<file path="src/rtl/jtag_reg_chain_pkg.sv">
package jtag_reg_chain_pkg;

    // Kind of bus access a chain event produces
    typedef enum logic [1:0] {
        ACC_IDLE  = 2'd0,
        ACC_READ  = 2'd1,
        ACC_WRITE = 2'd2
    } acc_kind_e;

    // Default geometry of the access frame
    localparam int DEF_DATA_W   = 32;
    localparam int DEF_ADDR_W   = 7;
    localparam int DEF_NUM_REGS = 9;

endpackage

</file>
<file path="src/rtl/jtag_reg_chain_range.sv">
module jtag_reg_chain_range #(
    parameter int ADDR_W   = 7,
    parameter int NUM_REGS = 9
) (
    input  logic [ADDR_W-1:0] addr,
    output logic              in_range
);
    localparam int EXT_W = (ADDR_W < 32) ? 32 : ADDR_W + 1;

    logic [EXT_W-1:0] addr_ext;

    always_comb begin
        addr_ext = EXT_W'(addr);
        in_range = (addr_ext < EXT_W'(NUM_REGS));
    end
endmodule

</file>
<file path="src/rtl/jtag_reg_chain_shift.sv">
module jtag_reg_chain_shift #(
    parameter int W = 40
) (
    input  logic         clk,
    input  logic         rst_n,
    input  logic         load_en,
    input  logic [W-1:0] load_val,
    input  logic         shift_en,
    input  logic         sin,
    output logic [W-1:0] frame,
    output logic         sout
);
    typedef struct packed {
        logic [W-1:0] sr;
    } state_t;

    state_t st_d, st_q;

    always_comb begin
        st_d = st_q;
        if (load_en) begin
            st_d.sr = load_val;
        end else if (shift_en) begin
            st_d.sr = {sin, st_q.sr[W-1:1]};
        end
    end

    always_ff @(posedge clk or negedge rst_n) begin
        if (!rst_n) begin
            st_q <= '0;
        end else begin
            st_q <= st_d;
        end
    end

    assign frame = st_q.sr;
    assign sout  = st_q.sr[0];

    // each shift moves the chain one place toward the output and takes tdi at the top
    p_shift_order_r2: assert property (@(posedge clk) disable iff (!rst_n)
        (shift_en && !load_en) |=> (st_q.sr[W-2:0] == $past(st_q.sr[W-1:1])) && (st_q.sr[W-1] == $past(sin)));

    // capture loads the presented value
    p_capture_load_r6: assert property (@(posedge clk) disable iff (!rst_n)
        load_en |=> (st_q.sr == $past(load_val)));
endmodule

</file>
<file path="src/rtl/jtag_reg_chain_access.sv">
module jtag_reg_chain_access
    import jtag_reg_chain_pkg::*;
#(
    parameter int DATA_W   = 32,
    parameter int ADDR_W   = 7,
    parameter int NUM_REGS = 9
) (
    input  logic                       clk,
    input  logic                       rst_n,
    input  logic                       active,
    input  logic                       capture,
    input  logic                       update,
    input  logic [DATA_W+ADDR_W:0]     frame,
    input  logic [DATA_W-1:0]          rdata,
    output logic [DATA_W+ADDR_W:0]     cap_val,
    output logic [ADDR_W-1:0]          bus_addr,
    output logic [DATA_W-1:0]          bus_wdata,
    output logic                       bus_we,
    output logic                       bus_re
);
    localparam int FRAME_W = DATA_W + ADDR_W + 1;
    localparam int FLAG_B  = FRAME_W - 1;

    typedef struct packed {
        logic [ADDR_W-1:0] pend;
    } state_t;

    state_t            st_d, st_q;
    logic [ADDR_W-1:0] frm_addr;
    logic [DATA_W-1:0] frm_data;
    logic              frm_flag;
    logic              frm_ok;
    logic              pend_ok;
    acc_kind_e         kind;

    assign frm_data = frame[DATA_W-1:0];
    assign frm_addr = frame[DATA_W +: ADDR_W];
    assign frm_flag = frame[FLAG_B];

    jtag_reg_chain_range #(.ADDR_W(ADDR_W), .NUM_REGS(NUM_REGS)) u_rng_frame (
        .addr     (frm_addr),
        .in_range (frm_ok)
    );

    jtag_reg_chain_range #(.ADDR_W(ADDR_W), .NUM_REGS(NUM_REGS)) u_rng_pend (
        .addr     (st_q.pend),
        .in_range (pend_ok)
    );

    always_comb begin
        st_d = st_q;
        kind = ACC_IDLE;
        if (active && capture && pend_ok) begin
            kind = ACC_READ;
        end else if (active && update && frm_flag && frm_ok) begin
            kind = ACC_WRITE;
        end
        if (active && update && !frm_flag) begin
            st_d.pend = frm_addr;
        end
    end

    always_ff @(posedge clk or negedge rst_n) begin
        if (!rst_n) begin
            st_q <= '0;
        end else begin
            st_q <= st_d;
        end
    end

    always_comb begin
        bus_we    = (kind == ACC_WRITE);
        bus_re    = (kind == ACC_READ);
        bus_addr  = (active && update) ? frm_addr : st_q.pend;
        bus_wdata = frm_data;
        cap_val   = {1'b0, st_q.pend, (kind == ACC_READ) ? rdata : {DATA_W{1'b0}}};
    end

    // a read frame's address becomes the latched read address
    p_read_latch_r5: assert property (@(posedge clk) disable iff (!rst_n)
        (active && update && !frm_flag) |=> (st_q.pend == $past(frm_addr)));

    // a write frame leaves the latched read address alone
    p_write_keeps_r5: assert property (@(posedge clk) disable iff (!rst_n)
        (active && update && frm_flag) |=> $stable(st_q.pend));

    // no strobe reaches an unimplemented address
    p_range_r8: assert property (@(posedge clk) disable iff (!rst_n)
        (bus_we || bus_re) |-> (32'(bus_addr) < NUM_REGS));
endmodule

</file>
<file path="src/rtl/jtag_reg_chain.sv">
module jtag_reg_chain
    import jtag_reg_chain_pkg::*;
#(
    parameter int DATA_W   = DEF_DATA_W,
    parameter int ADDR_W   = DEF_ADDR_W,
    parameter int NUM_REGS = DEF_NUM_REGS
) (
    input  logic              tck,
    input  logic              trst_n,
    input  logic              chain_sel,
    input  logic              tap_capture,
    input  logic              tap_shift,
    input  logic              tap_update,
    input  logic              tdi,
    output logic              tdo,
    output logic [ADDR_W-1:0] bus_addr,
    output logic [DATA_W-1:0] bus_wdata,
    output logic              bus_we,
    output logic              bus_re,
    input  logic [DATA_W-1:0] bus_rdata
);
    localparam int FRAME_W = DATA_W + ADDR_W + 1;

    logic               active;
    logic [FRAME_W-1:0] frame;
    logic [FRAME_W-1:0] cap_val;
    logic               sout;

    assign active = chain_sel && trst_n;

    jtag_reg_chain_shift #(.W(FRAME_W)) u_shift (
        .clk      (tck),
        .rst_n    (trst_n),
        .load_en  (active && tap_capture),
        .load_val (cap_val),
        .shift_en (active && tap_shift),
        .sin      (tdi),
        .frame    (frame),
        .sout     (sout)
    );

    jtag_reg_chain_access #(
        .DATA_W   (DATA_W),
        .ADDR_W   (ADDR_W),
        .NUM_REGS (NUM_REGS)
    ) u_access (
        .clk       (tck),
        .rst_n     (trst_n),
        .active    (active),
        .capture   (tap_capture),
        .update    (tap_update),
        .frame     (frame),
        .rdata     (bus_rdata),
        .cap_val   (cap_val),
        .bus_addr  (bus_addr),
        .bus_wdata (bus_wdata),
        .bus_we    (bus_we),
        .bus_re    (bus_re)
    );

    assign tdo = active ? sout : 1'b0;

    // read and write strobes are mutually exclusive
    p_strobe_excl_r10: assert property (@(posedge tck) disable iff (!trst_n)
        !(bus_we && bus_re));

    // a write strobe only in a selected update cycle, and only for one cycle
    p_we_update_r4: assert property (@(posedge tck) disable iff (!trst_n)
        bus_we |-> (chain_sel && tap_update));

    p_we_single_r4: assert property (@(posedge tck) disable iff (!trst_n)
        bus_we |=> !bus_we);

    // a read strobe only in a selected capture cycle
    p_re_capture_r6: assert property (@(posedge tck) disable iff (!trst_n)
        bus_re |-> (chain_sel && tap_capture));

    // a deselected chain drives tdo low
    p_desel_tdo_r9: assert property (@(posedge tck) disable iff (!trst_n)
        !chain_sel |-> !tdo);
endmodule

</file>
<file path="config.mk">
export PLATFORM = sky130hd
export DESIGN_NAME = jtag_reg_chain
export DESIGN_NICKNAME = d
export VERILOG_FILES = /design/src/rtl/jtag_reg_chain_pkg.sv /design/src/rtl/jtag_reg_chain_range.sv /design/src/rtl/jtag_reg_chain_shift.sv /design/src/rtl/jtag_reg_chain_access.sv /design/src/rtl/jtag_reg_chain.sv
export SDC_FILE = /design/constraint.sdc
export NUM_CORES = 1
export LEC_CHECK = 0
export ABC_CLOCK_PERIOD_IN_PS = 1700
export BUFFER_PORTS_ARGS = -buffer_cell sky130_fd_sc_hd__buf_2
export CAP_MARGIN = 20
export CORE_MARGIN = 3
export CORE_UTILIZATION = 52
export DETAILED_ROUTE_END_ITERATION = 8
export PLACE_DENSITY_LB_ADDON = 0.15
export SLEW_MARGIN = 20
export SYNTH_ARGS = -nofsm -noshare
export SYNTH_HDL_FRONTEND = slang
export SYNTH_SLANG_ARGS = --single-unit
</file>
<file path="constraint.sdc">
create_clock -name tck -period 1.7 [get_ports tck]
set_clock_uncertainty 0.1 [all_clocks]
set_input_delay 0.085 -clock tck [delete_from_list [all_inputs] [get_ports tck]]
set_output_delay 0.085 -clock tck [all_outputs]
set_load 0.02 [all_outputs]
</file>
==> impl_metrics.py <==
metrics = {
    "status": {
        "status": "finished with violations",
        "violations": "setup timing",
    },
    "worst_setup_path": {
        "cpMaxStageDelayCell": "dfrtp_2",
        "worst-path-buf-inv": 2,
        "crit_fanout": 4,
        "cpLargestDelayFamily": "simple AND/OR/NAND/NOR gates",
        "cp-start-kind": "flop",
        "crit_type": "flop to output port",
        "endpoint_kind": "output port",
        "slowest_delay_ns": 0.44,
        "cp.arrival_ns": 1.54,
        "worstPathRequired_ns": 1.51,
        "path_cells": "nor4b_4 > buf_12 > and3_4 > buf_6",
    },
    "layout": {
        "fin_nets": 412,
        "n_antenna_cell": 0,
        "num-fill-cells": 431,
        "drive_above_1_share": 0.3690,
        "final_cell_area_mm2": 0.003568,
        "area_delta_synth_final_pct": 27.89,
    },
    "floorplan": {
        "die-area_mm2": 0.006281,
        "start_util": 0.5428,
        "dieHeight_um": 79.25,
        "io_pins": 81,
        "fp.dieW_um": 79.25,
        "core_mm2": 0.005140,
        "rows": 26,
    },
    "clock_tree": {
        "numCtsBuffers": 5,
        "clk_latency_ns": 0.30,
        "clock-root-buffer": "clkbuf_8",
        "clk_pin_slew_ns": 0.09,
        "cts_buffer_depth": 2,
        "cts_tree": "built",
        "clkSinkCount": 47,
        "htreeDepth": 2,
    },
    "drt": {
        "drt_wl_total_mm": 7.270,
        "dr.first_iter.drc_count": 111,
        "via_per_inst": 5.581,
        "wl_per_cell_um": 16.37,
        "final_antenna_net_count": 0,
        "drcViolationCount": 0,
        "dr.pass1.iters": 4,
        "vias": 2478,
    },
    "timing": {
        "setup_viol": 1,
        "tightest_slew_ns": 0.8241,
        "slew_headroom": 0.4488,
        "fmax_mhz": 580.3,
        "period_share": 1.014,
        "fin_crit_ns": 1.723,
        "finalHoldViolCount": 0,
        "timing.final.ws_setup_ns": -0.02331,
        "final_max_slew_viol_count": 0,
        "rsz0062_at_grt": "yes",
    },
    "grt": {
        "grt.total_usage": 0.2475,
        "first_global_vias": 2519,
        "antenna_found_initial": 0,
        "overflow": 0,
        "grt_first_pass_wirelength_mm": 12.21,
        "grt_max_degree": 30,
    },
    "worst_hold_path": {
        "hold_path_class": "input port to flop",
    },
    "power": {
        "leakagePower_nw": 1.563,
        "ir_drop_mv": 0.7718,
        "p_per_area_mw_per_mm2": 1220,
    },
    "logic_synthesis": {
        "synth_area_mm2": 0.002790,
        "synth_area_leader_cell": "dfrtp_1",
        "synth_edf_count": 0,
        "synth_warnings": 0,
        "async_flop_share": 1.000,
        "synth_area_leaders": "dfrtp_1 (42%), a2bb2oi_1 (9.7%), buf_4 (8.9%)",
        "post_synth_num_cell_types": 30,
        "ys_seq_area_frac": 0.4215,
        "ys_ff_latch": 47,
        "synth_cells": 284,
        "syn-num-nets": 323,
        "syn_area_per_cell_um2": 9.825,
        "synthFlopType": "dfrtp_1",
        "yosysTopAreaCellShare": 0.4215,
    },
    "run": {
        "drv_cap": 0,
    },
    "placed_design": {
        "place_hpwl_mm": 4.497,
        "place_area_mm2": 0.003032,
        "dp_slack_ns": 0.1623,
        "place.gp.congestion": 0.7729,
        "portBuffers": 80,
    },
}
cells by family (layout without fill, tap and decap cells):
logic type             count (synthesis)  in the layout  synth area share
AND/OR/NAND/NOR                       79             79            0.1686
multiplexers                          14             14           0.05650
AO/OA/AOI/OAI                         89             89            0.2166
flip-flops                            47             47            0.4215
buffers and inverters                 55            145            0.1368
state kept, by name, summed over array words and instances (netlist names):
register,flops
u_shift.frame,40
u_access.st_q,7
synth_stat cells (2+ instances only):
cell / number
nand3_1: 33
nand2b_1: 31
clkbuf_1: 6
nand2_2: 2
buf_4: 33
inv_1: 2
buf_1: 3
buf_6: 6
a31oi_1: 2
a2bb2oi_1: 31
a21oi_1: 39
o22ai_1: 13
dfrtp_1: 47
and3_2: 2
buf_2: 5
nor2_1: 2
mux2_2: 14
routing by layer:
layer | up-vias | global-route usage | share of wire
li1 | 1180 | - | -
met1 | 1208 | 0.3307 | 0.44
met2 | 77 | 0.3948 | 0.49
met3 | 13 | 0.04649 | 0.050
met4 | 0 | 0.1014 | 0.020
met5 | - | 0 | 0
stage by stage:
step	util	instances	total power, mW	hold slack, ns	setup TNS, ns
final	0.6943	444	4.352	0.07790	-0.02331
after global routing	0.6943	444	4.623	0.1128	-0.1080
after CTS	0.6906	444	4.361	0.06873	-0.01021
after detailed placement	0.5898	396	3.461	-0.006282	0
after global placement	0.5898	396	3.435	-0.001467	0
after floorplan	-	284	3.171	-0.3106	0
worst register-to-register path, delay by kind of cell, from the launching register on:
| family | cells | cell delay [ns] |
|---|---|---|
| compound gates | 1 | 0.15 |
| buf+inv | 1 | 0.31 |
| flops | 1 | 0.44 |
| simple gates | 2 | 0.48 |
worst paths after layout:
| check | startpoint | to | slack [ns] | cells after the start |
|---|---|---|---|---|
| max in group asynchronous | trst_n | u_access.st_q[6] | 0.46 | 3 |
| max reg2reg | u_access.st_q[6] | u_shift.frame[29] | 0.14 | 4 |
| min in group asynchronous | trst_n | u_shift.frame[31] | 0.40 | 4 |
| max | u_access.st_q[6] | bus_re | -0.02 | 4 |
| min reg2reg | u_shift.frame[16] | u_shift.frame[16] | 0.46 | 1 |
| min | bus_rdata[31] | u_shift.frame[31] | 0.08 | 3 |
power by group:
group          internal [mW]  total, mW  leakage [nW]  switching, mW
logic                  0.881       1.86         0.968          0.981
clock network          0.334      0.722        0.0484          0.388
registers               1.42       1.77         0.546          0.346
cells in the final DEF (no fill, tap or decap), types with 2 or more instances in the layout:
cell           instances
a21oi_1               39
a2bb2oi_2              3
a31oi_1                2
o22ai_1               13
nand3_1               32
a2bb2oi_1             28
dfrtp_2                3
mux2_2                14
inv_1                  2
nand2b_1              31
nand2_2                2
clkbuf_8               6
dfrtp_1               44
buf_4                 20
dlygate4sd3_1         35
buf_2                 77
layout make-up:
class	instances	area, µm²	share of cell area
repair buffers	135	924.6	0.2591
flip-flops and latches	47	1180	0.3306
inverters	2	7.507	0.002104
clock buffers	7	86.33	0.02419
multi-input cells	182	1274	0.3569
well taps	70	87.58	0.02454
clock inverters	1	8.758	0.002454
repair_timing:
action | 4_1_cts | 5_1_grt
resized for setup | 3 | 11
buffers inserted | 4 | 1
hold buffers | 35 | 0
endpoints found under the hold margin | 50 | 0
endpoints found under the setup margin | 2 | 17
pin swaps | 1 | 1
cloned | 1 | 0
No activity file was read; power rests on OpenSTA's default activity.
